===== src/rtl/sync_codec_pkg.sv =====
package sync_codec_pkg;
  typedef struct packed {
    logic strobe;
    logic good;
    logic bad;
    logic bit_val;
  } rx_event_t;
endpackage


===== src/rtl/sync_tx_gen.sv =====
module sync_tx_gen #(
  parameter int NOM_PERIOD = 500
) (
  input  logic clk,
  input  logic rst_n,
  input  logic enable,
  input  logic tx_valid,
  input  logic tx_bit,
  output logic tx_ready,
  output logic pull,
  output logic strobe
);
  localparam int PW    = $clog2(NOM_PERIOD + 1);
  localparam int SHORT = NOM_PERIOD / 4;
  localparam int LONG  = (3 * NOM_PERIOD) / 4;

  logic [PW-1:0] ph_q;
  logic          long_q;
  logic          last;

  assign last = (ph_q == PW'(NOM_PERIOD - 1));

  always_ff @(posedge clk or negedge rst_n) begin
    if (!rst_n) begin
      ph_q   <= '0;
      long_q <= 1'b0;
    end else if (!enable) begin
      ph_q   <= '0;
      long_q <= 1'b0;
    end else begin
      ph_q <= last ? '0 : ph_q + PW'(1);
      if (last) long_q <= tx_valid & ~tx_bit;
    end
  end

  assign tx_ready = enable & last;
  assign pull     = enable & (ph_q < (long_q ? PW'(LONG) : PW'(SHORT)));
  assign strobe   = enable & (ph_q == '0);
endmodule


===== src/rtl/sync_rx_meas.sv =====
module sync_rx_meas
  import sync_codec_pkg::*;
#(
  parameter int MIN_P = 477,
  parameter int MAX_P = 526
) (
  input  logic      clk,
  input  logic      rst_n,
  input  logic      enable,
  input  logic      line_i,
  output rx_event_t ev_q
);
  localparam int CW = $clog2(MAX_P + 2);

  logic          s1_q, s2_q, s3_q;
  logic          fall, rise, miss, in_rng;
  logic [CW-1:0] per_q, low_q, width_q;
  logic          have_ref_q, width_ok_q;
  logic [CW:0]   twice_w, per_x;

  always_ff @(posedge clk or negedge rst_n) begin
    if (!rst_n) begin
      s1_q <= 1'b1;
      s2_q <= 1'b1;
      s3_q <= 1'b1;
    end else begin
      s1_q <= line_i;
      s2_q <= s1_q;
      s3_q <= s2_q;
    end
  end

  assign fall    = s3_q & ~s2_q;
  assign rise    = ~s3_q & s2_q;
  assign in_rng  = (per_q >= CW'(MIN_P)) && (per_q <= CW'(MAX_P));
  assign miss    = ~fall && (per_q >= CW'(MAX_P));
  assign twice_w = {width_q, 1'b0};
  assign per_x   = {1'b0, per_q};

  always_ff @(posedge clk or negedge rst_n) begin
    if (!rst_n) begin
      per_q      <= '0;
      low_q      <= '0;
      width_q    <= '0;
      have_ref_q <= 1'b0;
      width_ok_q <= 1'b0;
      ev_q       <= '0;
    end else if (!enable) begin
      per_q      <= '0;
      low_q      <= '0;
      width_q    <= '0;
      have_ref_q <= 1'b0;
      width_ok_q <= 1'b0;
      ev_q       <= '0;
    end else begin
      ev_q <= '0;
      if (fall) begin
        per_q       <= CW'(1);
        low_q       <= CW'(1);
        have_ref_q  <= 1'b1;
        width_ok_q  <= 1'b0;
        ev_q.strobe <= 1'b1;
        if (have_ref_q) begin
          if (width_ok_q && in_rng) begin
            ev_q.good    <= 1'b1;
            ev_q.bit_val <= (twice_w < per_x);
          end else begin
            ev_q.bad <= 1'b1;
          end
        end
      end else begin
        if (miss) begin
          per_q      <= CW'(1);
          have_ref_q <= 1'b0;
          ev_q.bad   <= 1'b1;
        end else begin
          per_q <= per_q + CW'(1);
        end
        if (!s2_q && (low_q != {CW{1'b1}})) low_q <= low_q + CW'(1);
        if (rise) begin
          width_q    <= low_q;
          width_ok_q <= 1'b1;
        end
      end
    end
  end
endmodule


===== src/rtl/sync_lock_track.sv =====
module sync_lock_track #(
  parameter int LOCK_N = 4,
  parameter int DROP_N = 2
) (
  input  logic clk,
  input  logic rst_n,
  input  logic enable,
  input  logic good,
  input  logic bad,
  output logic lock
);
  localparam int GW = $clog2(LOCK_N + 1);
  localparam int BW = $clog2(DROP_N + 1);

  logic [GW-1:0] good_q;
  logic [BW-1:0] bad_q;

  always_ff @(posedge clk or negedge rst_n) begin
    if (!rst_n) begin
      good_q <= '0;
      bad_q  <= '0;
      lock   <= 1'b0;
    end else if (!enable) begin
      good_q <= '0;
      bad_q  <= '0;
      lock   <= 1'b0;
    end else if (good) begin
      bad_q <= '0;
      if (good_q != GW'(LOCK_N)) good_q <= good_q + GW'(1);
      if (good_q == GW'(LOCK_N - 1)) lock <= 1'b1;
    end else if (bad) begin
      good_q <= '0;
      if (bad_q != BW'(DROP_N)) bad_q <= bad_q + BW'(1);
      if (bad_q == BW'(DROP_N - 1)) lock <= 1'b0;
    end
  end
endmodule


===== src/rtl/sync_line_codec.sv =====
module sync_line_codec
  import sync_codec_pkg::*;
#(
  parameter int NOM_PERIOD   = 500,
  parameter int TOL_PERMILLE = 50,
  parameter int LOCK_PERIODS = 4,
  parameter int DROP_PERIODS = 2
) (
  input  logic clk,
  input  logic rst_n,
  input  logic strap_n,
  input  logic line_i,
  output logic line_pull_o,
  input  logic tx_valid_i,
  output logic tx_ready_o,
  input  logic tx_bit_i,
  output logic rx_valid_o,
  input  logic rx_ready_i,
  output logic rx_bit_o,
  output logic clk_strobe_o,
  output logic lock_o
);
  localparam int MAX_P = (NOM_PERIOD * 1000) / (1000 - TOL_PERMILLE);
  localparam int MIN_P = (NOM_PERIOD * 1000 + 1000 + TOL_PERMILLE - 1) / (1000 + TOL_PERMILLE);

  logic      master_q, slave_q;
  logic      tx_strobe, rx_lock;
  rx_event_t ev;

  always_ff @(posedge clk or negedge rst_n) begin
    if (!rst_n) begin
      master_q <= 1'b0;
      slave_q  <= 1'b0;
    end else begin
      master_q <= ~strap_n;
      slave_q  <= strap_n;
    end
  end

  sync_tx_gen #(.NOM_PERIOD(NOM_PERIOD)) tx_i (
    .clk(clk), .rst_n(rst_n), .enable(master_q),
    .tx_valid(tx_valid_i), .tx_bit(tx_bit_i), .tx_ready(tx_ready_o),
    .pull(line_pull_o), .strobe(tx_strobe)
  );

  sync_rx_meas #(.MIN_P(MIN_P), .MAX_P(MAX_P)) meas_i (
    .clk(clk), .rst_n(rst_n), .enable(slave_q), .line_i(line_i), .ev_q(ev)
  );

  sync_lock_track #(.LOCK_N(LOCK_PERIODS), .DROP_N(DROP_PERIODS)) lock_i (
    .clk(clk), .rst_n(rst_n), .enable(slave_q),
    .good(ev.good), .bad(ev.bad), .lock(rx_lock)
  );

  always_ff @(posedge clk or negedge rst_n) begin
    if (!rst_n) begin
      rx_valid_o <= 1'b0;
      rx_bit_o   <= 1'b0;
    end else if (!slave_q) begin
      rx_valid_o <= 1'b0;
      rx_bit_o   <= 1'b0;
    end else if (ev.good) begin
      rx_valid_o <= 1'b1;
      rx_bit_o   <= ev.bit_val;
    end else if (rx_ready_i) begin
      rx_valid_o <= 1'b0;
    end
  end

  assign clk_strobe_o = tx_strobe | ev.strobe;
  assign lock_o       = master_q | rx_lock;
endmodule


===== config.mk =====
export PLATFORM = sky130hd
export DESIGN_NAME = sync_line_codec
export DESIGN_NICKNAME = d
export VERILOG_FILES = /design/src/rtl/sync_codec_pkg.sv /design/src/rtl/sync_tx_gen.sv /design/src/rtl/sync_rx_meas.sv /design/src/rtl/sync_lock_track.sv /design/src/rtl/sync_line_codec.sv
export SDC_FILE = /design/constraint.sdc
export NUM_CORES = 1
export LEC_CHECK = 0
export BUFFER_PORTS_ARGS = -buffer_cell sky130_fd_sc_hd__buf_4
export CAP_MARGIN = 20
export CORE_ASPECT_RATIO = 1.2
export CORE_MARGIN = 5
export CORE_UTILIZATION = 34
export CTS_CLUSTER_SIZE = 14
export DETAILED_ROUTE_END_ITERATION = 6
export SLEW_MARGIN = 10
export SYNTH_ARGS = -nofsm -noshare
export SYNTH_HDL_FRONTEND = slang
export SYNTH_SLANG_ARGS = --single-unit

===== constraint.sdc =====
create_clock -name clk -period 2.1 [get_ports clk]
set_clock_uncertainty 0.05 [all_clocks]
set_input_delay 0.105 -clock clk [delete_from_list [all_inputs] [get_ports clk]]
set_output_delay 0.105 -clock clk [all_outputs]
set_load 0.02 [all_outputs]

==> summary.md, run 1 <==
| Metric | Value |
|---|---|
| # rows | `38` |
| Crit start category | `flop` |
| Worst reg2reg path depth | `7` |
| Residual DRC | `0` |
| Post-Route Setup TNS | `0 ns` |
| Via Count | `~2,200` |
| Crit-path slowest cell | `dfrtp_1` |
| CTS max path bufs | `2` |
| Via density | `just under 5` |
| CTS tree | `built` |
| Measured slew at the worst slew-check pin | `0.7228 ns` |
| Req. time, crit path | `roughly 2 ns` |
| Starting DRT DRC Count | `~100` |
| Fin. max-slew vios | `0` |
| Setup CP Type | `reg -> out` |
| Commonest register cell after synthesis | `dfrtp_1` |
| Area leader, netlist | `dfrtp_1` |
| Hold Crit Class | `in -> reg` |
| Clock latency on the worst-skew pair | `between 0.3 and 0.4 ns` |
| Mapped cell area | `3053 um^2` |
| Number of global-route vias before repair | `roughly 2,200` |
| CP Cell Sequence | `inv_1 -> ha_1 -> a21o_1 -> a31oi_1 -> nor2_1 -> o21ai_1 -> and3b_1 -> buf_4` |
| Core box area | `approximately 9000 um^2` |
| Area delta synth->final | `13.69%` |
| Root buffer cell | `clkbuf_8` |
| Placed insts | `roughly 440` |
| Yosys top cell area share | `0.4590` |
| ANT cells | `0` |
| Synth Register Bits | `slightly below 60` |
| Post-Synthesis Cells | `about 320` |
| Initial Util | `0.3434` |
| Final Cycle Share | `0.9228` |
| Most frequent cells in the layout | `dfrtp_1, nor2_1, nand2_1, inv_1, ha_1` |
| Setup violators final | `0` |
| Max Clock Freq | `~520 MHz` |
| Delay of the slowest critical-path stage | `between 0.3 and 0.4 ns` |
| Global-route usage over all layers | `0.1150` |
| CTS H-tree depth | `3` |
| Net Count, Synth | `roughly 350` |
| Nets | `about 370` |
| Worst VDD drop | `roughly 0.00033 V` |
| Total power | `approximately 2200 uW` |
| Leak | `between 0.0015 and 0.002 uW` |
| Pwr dens | `a little over 600 nW/um^2` |
| Status | `completed` |
| DRT antenna net count | `0` |
| Max FO, Critical Path | `3` |
| Post-synth EDFFs | `0` |
| WL/cell | `approximately 12 um` |
| Initial antenna violation count | `0` |
| Depth of the worst hold-timing path | `3` |
| Final Instance Count excl. Fillers | `461` |
| Min cycle time layout | `just under 2 ns` |
| Largest net degree at the start of global routing | `60` |
| Drt pass-1 iters | `4` |
| Post-route core utilization | `0.3904` |
| CP Data Arrival Time | `~1.8 ns` |
| CTS sink count | `59` |
| Die Span Y | `around 110 um` |
| Async SR Flop Fraction | `1.000` |
| Number of port buffers | `12` |
| Proportion of layout cells with a drive suffix above 1 | `0.1114` |
| First-pass GRT wire length | `9873 um` |
| Total gr overflow | `0` |
| Clk slew on worst S/H paths | `about 0.06 ns` |
| Area of the die | `between 10,000 and 15,000 um^2` |
| Final hold viol count | `0` |
| Num CTS Buffers | `9` |
| Die Wd | `96.50 um` |
| Slew HR | `0.5181` |
| Placer Congestion | `around 0.81` |
| Synth cell types | `43` |
| Max cap viols | `0` |
| Io pins | `13` |
| HPWL Detailed | `roughly 4000 um` |
| Register area share after synthesis | `0.4848` |
| Yosys warnings | `0` |
| CP Capture Type | `output pin` |
| Synth Area per Inst | `9.692 um^2` |
| Final WL | `approximately 5700 um` |
| Most common cell after layout, fill and taps aside | `dfrtp_1` |
| RSZ-0062 raised after global routing | `no` |
| Ranking of synthesized cells by area | `dfrtp_1, ha_1, nor2_1, xnor2_1, nand2_1` |
==> critical path: cells and delay by family, from the launching register on <==
family / cells / cell delay [ns]
AOI/OAI and AO/OA: 3 / 0.39
adders and majority gates: 1 / 0.28
buffers and inverters: 2 / 0.20
DFF: 1 / 0.37
and+or+nand+nor: 2 / 0.21
==> where the power goes <==
group	total (uW)	leakage [uW]	internal, uW	switching [uW]
clock network	820	0.0000750	411	409
logic	146	0.000698	57.3	88.6
registers	1190	0.000801	1160	28.0
total	2150	0.00157	1630	525
==> area by class of cell <==
class	instances	area (um^2)
clock buffers	11	131.4
flip-flops and latches	59	1480
repair buffers	19	152.6
inverters	27	101.3
well taps	120	150.1
fillers	907	5420
multi-input cells	222	1438
clock inverters	3	17.52
==> what timing repair did <==
action / in CTS / in global routing
buffers inserted: 0 / 1
resized for setup: 0 / 1
hold buffers: 4 / 0
endpoints found under the hold margin: 60 / 0
setup endpoints to repair: 0 / 1
==> synth_stat cells, types with 2 or more instances <==
| library cell | instances |
|---|---|
| nand2_1 | 30 |
| nand4_1 | 5 |
| inv_1 | 26 |
| and3_1 | 4 |
| nand2b_1 | 5 |
| nand3b_1 | 2 |
| and2_1 | 4 |
| a31oi_1 | 4 |
| clkbuf_1 | 5 |
| a21oi_1 | 18 |
| nand4b_1 | 3 |
| o21ai_0 | 7 |
| xor2_1 | 5 |
| nor3_1 | 5 |
| a21o_1 | 4 |
| nor2_1 | 43 |
| mux2i_1 | 2 |
| nand3_1 | 16 |
| ha_1 | 24 |
| buf_4 | 2 |
| dfstp_2 | 3 |
| dfrtp_1 | 56 |
| nor2b_1 | 3 |
| a211oi_1 | 3 |
| o22ai_1 | 2 |
| xnor2_1 | 17 |
==> through the flow <==
step	hold WS, ns	area, um^2	setup WS, ns
after detailed placement	0.1650	3274	0.4021
after global placement	0.1648	3274	0.4307
after floorplan	-0.2406	3053	0.5199
after CTS	0.003897	3463	0.04565
final	0.01806	3471	0.1620
after global routing	0.02882	3471	0.004014
==> worst paths after layout <==
check                                         end  slack (ns)            start
worst min register to register        meas_i.s2_q        0.30      meas_i.s1_q
min in group asynchronous         lock_i.bad_q[1]        0.32            rst_n
max in group asynchronous            tx_i.ph_q[3]        1.19            rst_n
worst min-delay path                  tx_i.long_q        0.02         tx_bit_i
worst max-delay path                  line_pull_o        0.16      tx_i.long_q
worst max register to register  meas_i.have_ref_q        0.37  meas_i.per_q[0]
==> registers in the layout (all words and copies together) (netlist names), 2 cells and up <==
name	cells
lock_i.bad_q	2
lock_i.good_q	3
meas_i.ev_q	4
meas_i.low_q	10
meas_i.per_q	10
meas_i.width_q	10
tx_i.ph_q	9
==> kinds of logic (layout without fill, tap and decap cells) <==
family | count (synthesis) | in the layout | synth area share
AO/OA/AOI/OAI | 46 | 46 | 0.09550
XOR/XNOR | 22 | 22 | 0.06311
flip-flops | 59 | 59 | 0.4848
multiplexers | 2 | 2 | 0.006558
adder cells (fa/ha/maj) | 24 | 24 | 0.09836
buffers and inverters | 34 | 60 | 0.04426
AND/OR/NAND/NOR | 128 | 128 | 0.2074
==> per-layer routing <==
metal | track usage | part of all wire
met4 | 0.04584 | 0.0077
met5 | 0 | 0
met2 | 0.1869 | 0.50
met3 | 0.03496 | 0.047
met1 | 0.1412 | 0.45
Power figures use the tool's default switching activity.
==> inputs of run 2 (changes only) <==
--- a/config.mk
+++ b/config.mk
@@ -5,14 +5,14 @@
 export SDC_FILE = /design/constraint.sdc
 export NUM_CORES = 1
 export LEC_CHECK = 0
-export BUFFER_PORTS_ARGS = -buffer_cell sky130_fd_sc_hd__buf_4
+export BUFFER_PORTS_ARGS = -buffer_cell sky130_fd_sc_hd__buf_2
 export CAP_MARGIN = 20
 export CORE_ASPECT_RATIO = 1.2
 export CORE_MARGIN = 5
 export CORE_UTILIZATION = 34
 export CTS_CLUSTER_SIZE = 14
 export DETAILED_ROUTE_END_ITERATION = 6
-export SLEW_MARGIN = 10
+export SLEW_MARGIN = 40
 export SYNTH_ARGS = -nofsm -noshare
 export SYNTH_HDL_FRONTEND = slang
 export SYNTH_SLANG_ARGS = --single-unit
==> constraint.sdc (replaced) <==
create_clock -name clk -period 2.1 [get_ports clk]
set_clock_uncertainty 0.05 [all_clocks]
set_input_delay 0.21 -clock clk [delete_from_list [all_inputs] [get_ports clk]]
set_output_delay 0.21 -clock clk [all_outputs]
set_load 0.02 [all_outputs]
==> summary.md, run 2 (same netlist as run 1, synthesis figures left out) <==
| Metric | Value |
|---|---|
| Initial antenna violation count | `0 (unchanged)` |
| Area delta synth->final | `16.35%` |
| DRT antenna net count | `0 (unchanged)` |
| Final Instance Count excl. Fillers | `466 (+1.1%)` |
| Final hold viol count | `0 (unchanged)` |
| Area of the die | `10,980 um^2 (unchanged)` |
| Die Span Y | `113.8 um (unchanged)` |
| Max Clock Freq | `485.4 MHz (-5.9%)` |
| Proportion of layout cells with a drive suffix above 1 | `0.1445 (+0.03307)` |
| First-pass GRT wire length | `10,030 um (+1.5%)` |
| ANT cells | `0 (unchanged)` |
| CP Capture Type | `output pin` |
| Residual DRC | `0 (unchanged)` |
| Regs by FF count | `meas_i.low_q x10, meas_i.per_q x10, meas_i.width_q x10` |
| CTS H-tree depth | `3 (unchanged)` |
| Clock latency on the worst-skew pair | `0.34 ns (about the same)` |
| Placer Congestion | `0.7798 (-3.7%)` |
| Hold Crit Class | `in -> reg` |
| Worst VDD drop | `0.0003547 V (+6.8%)` |
| Placed insts | `443 (+0.23%)` |
| Number of port buffers | `12 (unchanged)` |
| Req. time, crit path | `1.84 ns (-0.11 ns)` |
| HPWL Detailed | `3925 um (-2.2%)` |
| RSZ-0062 raised after global routing | `yes` |
| Final WL | `5626 um (-0.97%)` |
| Io pins | `13 (unchanged)` |
| Root buffer cell | `clkbuf_8` |
| Worst setup margin | `0.03988 ns (-0.1221 ns)` |
| CTS sink count | `59 (unchanged)` |
| Drt pass-1 iters | `4 (unchanged)` |
| Measured slew at the worst slew-check pin | `0.4234 ns (-0.2994 ns)` |
| Largest net degree at the start of global routing | `60 (unchanged)` |
| Clk slew on worst S/H paths | `0.06 ns (about the same)` |
| Fin. max-slew vios | `0 (unchanged)` |
| Number of global-route vias before repair | `2,287 (+4.1%)` |
| Global-route usage over all layers | `0.1168 (+0.001868)` |
| Most common cell after layout, fill and taps aside | `dfrtp_1` |
| Starting DRT DRC Count | `53 (-49%)` |
| Crit. Startpoint | `tx_i.long_q` |
| Post-route core utilization | `0.3995 (+0.009148)` |
| Total gr overflow | `0 (unchanged)` |
| Max FO, Critical Path | `2 (-1)` |
| Core box area | `8891 um^2 (unchanged)` |
| Reg2reg start | `meas_i.low_q[0]` |
| Leak | `0.001617 uW (+2.8%)` |
| WL/cell | `12.07 um (-2.0%)` |
| CTS max path bufs | `2 (unchanged)` |
| Setup CP Type | `reg -> out` |
| CTS tree | `built` |
| Post-Route Setup TNS | `0 ns (unchanged)` |
| Pwr dens | `671.8 nW/um^2 (+8.2%)` |
| Setup WS pre-CTS | `0.3083 ns (-0.09384 ns)` |
| Reg2reg setup slack | `0.40 ns (+0.03 ns)` |
| Setup violators final | `0 (unchanged)` |
| Min Hold Slack | `0.1092 ns (+0.09118 ns)` |
| Via Count | `2,235 (+0.90%)` |
| Status | `completed` |
| Initial Util | `0.3434 (unchanged)` |
| Slew HR | `0.7170 (+0.1989)` |
| Nets | `372 (+0.81%)` |
| # fillers | `918 (+1.2%)` |
| # rows | `38 (unchanged)` |
| Num CTS Buffers | `9 (unchanged)` |
| CP Data Arrival Time | `1.80 ns (+0.02 ns)` |
| Crit start category | `flop` |
| Hold Path Origin | `tx_valid_i` |
| Die Wd | `96.50 um (unchanged)` |
| Final Cycle Share | `0.9810 (+0.05816)` |
| Min cycle time layout | `2.060 ns (+0.1221 ns)` |
| Max cap viols | `0 (unchanged)` |
| Via density | `4.796 (-0.18%)` |
| Most frequent cells in the layout | `dfrtp_1, nor2_1, nand2_1, inv_1, ha_1` |
==> run 2: area by class of cell <==
type                       instances  area (um^2)  area share
sequential                        59         1480      0.4167
tap                              120        150.1     0.04227
timing repair buffer              22        161.4     0.04544
clock inverter                     6        63.81     0.01796
multi-input combinational        222         1458      0.4104
clock buffer                      10        137.6     0.03875
inverter                          27        101.3     0.02853
==> run 2: per-layer routing <==
metal  wire length [um]  vias up  GRT usage
met5                  0        -          0
met3                257       16    0.04090
met4                157        0    0.05519
li1                   -     1117          -
met2               2671       44     0.1855
met1               2540     1058     0.1401
==> run 2: worst paths after layout <==
check                                  end  cells after the start
max                            line_pull_o                      8
min                            tx_i.long_q                      3
max reg2reg                meas_i.low_q[9]                      5
min reg2reg                    meas_i.s2_q                      0
max in group asynchronous      meas_i.s1_q                      3
min in group asynchronous  lock_i.bad_q[0]                      3
==> run 2: through the flow <==
stage | instance area (um^2) | power [uW]
floorplan | 3053 | 1289
global placement | 3264 | 1348
detailed placement | 3264 | 1351
CTS | 3517 | 2425
global route | 3552 | 2512
finish | 3552 | 2386
==> run 2: critical path, cell delays in order (launching register included) <==
cell and delay, ns:
dfrtp_1 0.39, inv_2 0.08, ha_4 0.19, a21o_1 0.17, a31oi_1 0.16, nor2_1 0.07, o21ai_1 0.12, and3b_1 0.18
buf_6 0.12
==> run 2: report_power, final <==
| group | switching, uW | internal [uW] |
|---|---|---|
| Sequential | 27.4 | 1160 |
| Combinational | 91.4 | 61.8 |
| Clock | 466 | 580 |
==> run 2: what timing repair did <==
| item | in CTS | in global routing |
|---|---|---|
| setup buffers | 2 | 2 |
| pin swaps | 1 | 5 |
| hold buffers | 3 | 0 |
| hold endpoints to repair | 59 | 0 |
| resized for setup | 2 | 5 |
| setup endpoints to repair | 1 | 1 |
==> inputs of run 3 (changes only) <==
--- a/config.mk
+++ b/config.mk
@@ -12,6 +12,7 @@
 export CORE_UTILIZATION = 34
 export CTS_CLUSTER_SIZE = 14
 export DETAILED_ROUTE_END_ITERATION = 6
+export RECOVER_POWER = 50
 export SLEW_MARGIN = 40
 export SYNTH_ARGS = -nofsm -noshare
 export SYNTH_HDL_FRONTEND = slang
==> summary.md, run 3 (same netlist as run 1, synthesis figures left out) <==
| Metric | Value |
|---|---|
| Comb pwr share | `0.063 (about the same)` |
| Final hold viol count | `0 (unchanged)` |
| Clock latency on the worst-skew pair | `0.34 ns (about the same)` |
| Met2 Use GR | `0.1855 (unchanged)` |
| Sw Pwr | `583.1 uW (-0.35%)` |
| Measured slew at the worst slew-check pin | `1.304 ns (+0.8806 ns)` |
| Die Wd | `96.50 um (unchanged)` |
| DRT antenna net count | `0 (unchanged)` |
| Post-route core utilization | `0.3977 (-0.001830)` |
| Number of global-route vias before repair | `2,287 (unchanged)` |
| HPWL Detailed | `3925 um (unchanged)` |
| Global-route usage over all layers | `0.1168 (unchanged)` |
| GRT met3 Usage | `0.04090 (unchanged)` |
| CP Cell Sequence | `inv_2 -> ha_4 -> a21o_1 -> a31oi_1 -> nor2_1 -> o21ai_1 -> and3b_1 -> buf_6` |
| Min Hold Slack | `0.1097 ns (+0.0004300 ns)` |
| Pwr dens | `673.1 nW/um^2 (+0.20%)` |
| Fin. max-slew vios | `0 (unchanged)` |
| Clk slew on worst S/H paths | `0.06 ns (about the same)` |
| RSZ-0062 raised after global routing | `yes` |
| Total gr overflow | `0 (unchanged)` |
| WL/cell | `12.12 um (+0.43%)` |
| Cell Int Power | `1797 uW (-0.23%)` |
| Max Clock Freq | `485.5 MHz (about the same)` |
| Most frequent cells in the layout | `dfrtp_1, nor2_1, nand2_1, inv_1, ha_1` |
| Seq pwr share | `0.499 (about the same)` |
| Largest net degree at the start of global routing | `60 (unchanged)` |
| Hold Crit Class | `in -> reg` |
| CTS tree | `built` |
| Max FO, Critical Path | `2 (unchanged)` |
| Max cap viols | `0 (unchanged)` |
| Placer Congestion | `0.7798 (unchanged)` |
| Setup CP Type | `reg -> out` |
| Met1 global-route usage | `0.1401 (unchanged)` |
| ANT cells | `0 (unchanged)` |
| Crit-path slowest cell | `dfrtp_1` |
| Status | `completed` |
| Post-Route Setup TNS | `0 ns (unchanged)` |
| # rows | `38 (unchanged)` |
| Clock power share | `0.439 (about the same)` |
| Setup violators final | `0 (unchanged)` |
| Initial Util | `0.3434 (unchanged)` |
| Core box area | `8891 um^2 (unchanged)` |
| Buffers & Inverters on Critical Path | `2 (unchanged)` |
| Initial antenna violation count | `0 (unchanged)` |
| Via Count | `2,236 (+0.045%)` |
| Min cycle time layout | `2.060 ns (-0.0004546 ns)` |
| Io pins | `13 (unchanged)` |
| Area of the die | `10,980 um^2 (unchanged)` |
| Nets | `372 (unchanged)` |
| Die Span Y | `113.8 um (unchanged)` |
| Via density | `4.798 (about the same)` |
| Leak | `0.001608 uW (-0.54%)` |
| First-pass GRT wire length | `10,030 um (unchanged)` |
| Final Cycle Share | `0.9808 (about the same)` |
| Root buffer cell | `clkbuf_8` |
| CP top delay family | `compound AO/OA/AOI/OAI gates` |
| Crit start category | `flop` |
| CTS sink count | `59 (unchanged)` |
| Most crowded layer after global routing | `met2` |
| Most common cell after layout, fill and taps aside | `dfrtp_1` |
| Delay of the slowest critical-path stage | `0.39 ns (about the same)` |
| Drt pass-1 iters | `4 (unchanged)` |
| CP Data Arrival Time | `1.80 ns (about the same)` |
| Regs by FF count | `meas_i.low_q x10, meas_i.per_q x10, meas_i.width_q x10` |
| Worst VDD drop | `0.0003519 V (-0.79%)` |
| Proportion of layout cells with a drive suffix above 1 | `0.1387 (-0.005780)` |
| Req. time, crit path | `1.84 ns (about the same)` |
| CP Capture Type | `output pin` |
| Net Sw Frac | `0.2450 (about the same)` |
| Num CTS Buffers | `9 (unchanged)` |
| Number of port buffers | `12 (unchanged)` |
| Starting DRT DRC Count | `63 (+19%)` |
| CTS max path bufs | `2 (unchanged)` |
| Residual DRC | `0 (unchanged)` |
| Final WL | `5650 um (+0.43%)` |
| Slew HR | `0.1306 (-0.5864)` |
| CTS H-tree depth | `3 (unchanged)` |
| Area delta synth->final | `15.82%` |
-- run 3: final cells by class --
type / instances / area [um^2]
clock inverter: 6 / 63.81
timing repair buffer: 22 / 145.1
tap: 120 / 150.1
clock buffer: 10 / 137.6
sequential: 59 / 1480
fill: 920 / 5355
inverter: 27 / 101.3
multi-input combinational: 222 / 1458
-- run 3: through the flow --
stage,instance area [um^2],power (uW),std cells,worst slack [ns]
finish,3536,2380,466,0.04034
global route,3536,2507,466,-0.06528
CTS,3517,2425,464,0.01602
detailed placement,3264,1351,443,0.3083
global placement,3264,1348,443,0.3686
floorplan,3053,1289,315,0.4432
-- run 3: worst paths after layout --
kind | endpoint | slack (ns) | from | cells after the start
worst min register to register | meas_i.s2_q | 0.31 | meas_i.s1_q | 0
worst max-delay path | line_pull_o | 0.04 | tx_i.long_q | 8
min in group asynchronous | lock_i.bad_q[0] | 0.72 | rst_n | 3
worst max register to register | meas_i.low_q[9] | 0.40 | meas_i.low_q[0] | 5
max in group asynchronous | meas_i.low_q[7] | 0.45 | rst_n | 3
worst min-delay path | tx_i.long_q | 0.11 | tx_valid_i | 3
-- run 3: power groups by stage --
stage	registers [uW]	logic, uW	clock network [uW]
6_report	1190	149	1040
5_1_grt	1190	174	1140
4_1_cts	1190	153	1090
3_5_place_dp	1210	142	0
3_3_place_gp	1210	140	0
2_1_floorplan	1200	89.1	0
-- run 3: tightest hold or removal path: cells and delay by family --
kind	cells	cell delay (ns)
AOI/OAI and AO/OA	1	0.08
and+or+nand+nor	1	0.06
buffers and inverters	1	0.09
-- run 3: repair_timing --
action	CTS	global route
resized for setup	2	5
endpoints found under the setup margin	1	1
pin swaps	1	5
hold endpoints to repair	59	0
setup buffers	2	2
hold buffers	3	0
-- run 3: routing by layer --
metal	vias to the layer above	share of wire
met1	1067	0.45
li1	1114	-
met5	-	0
met2	39	0.48
met3	16	0.042
met4	0	0.028
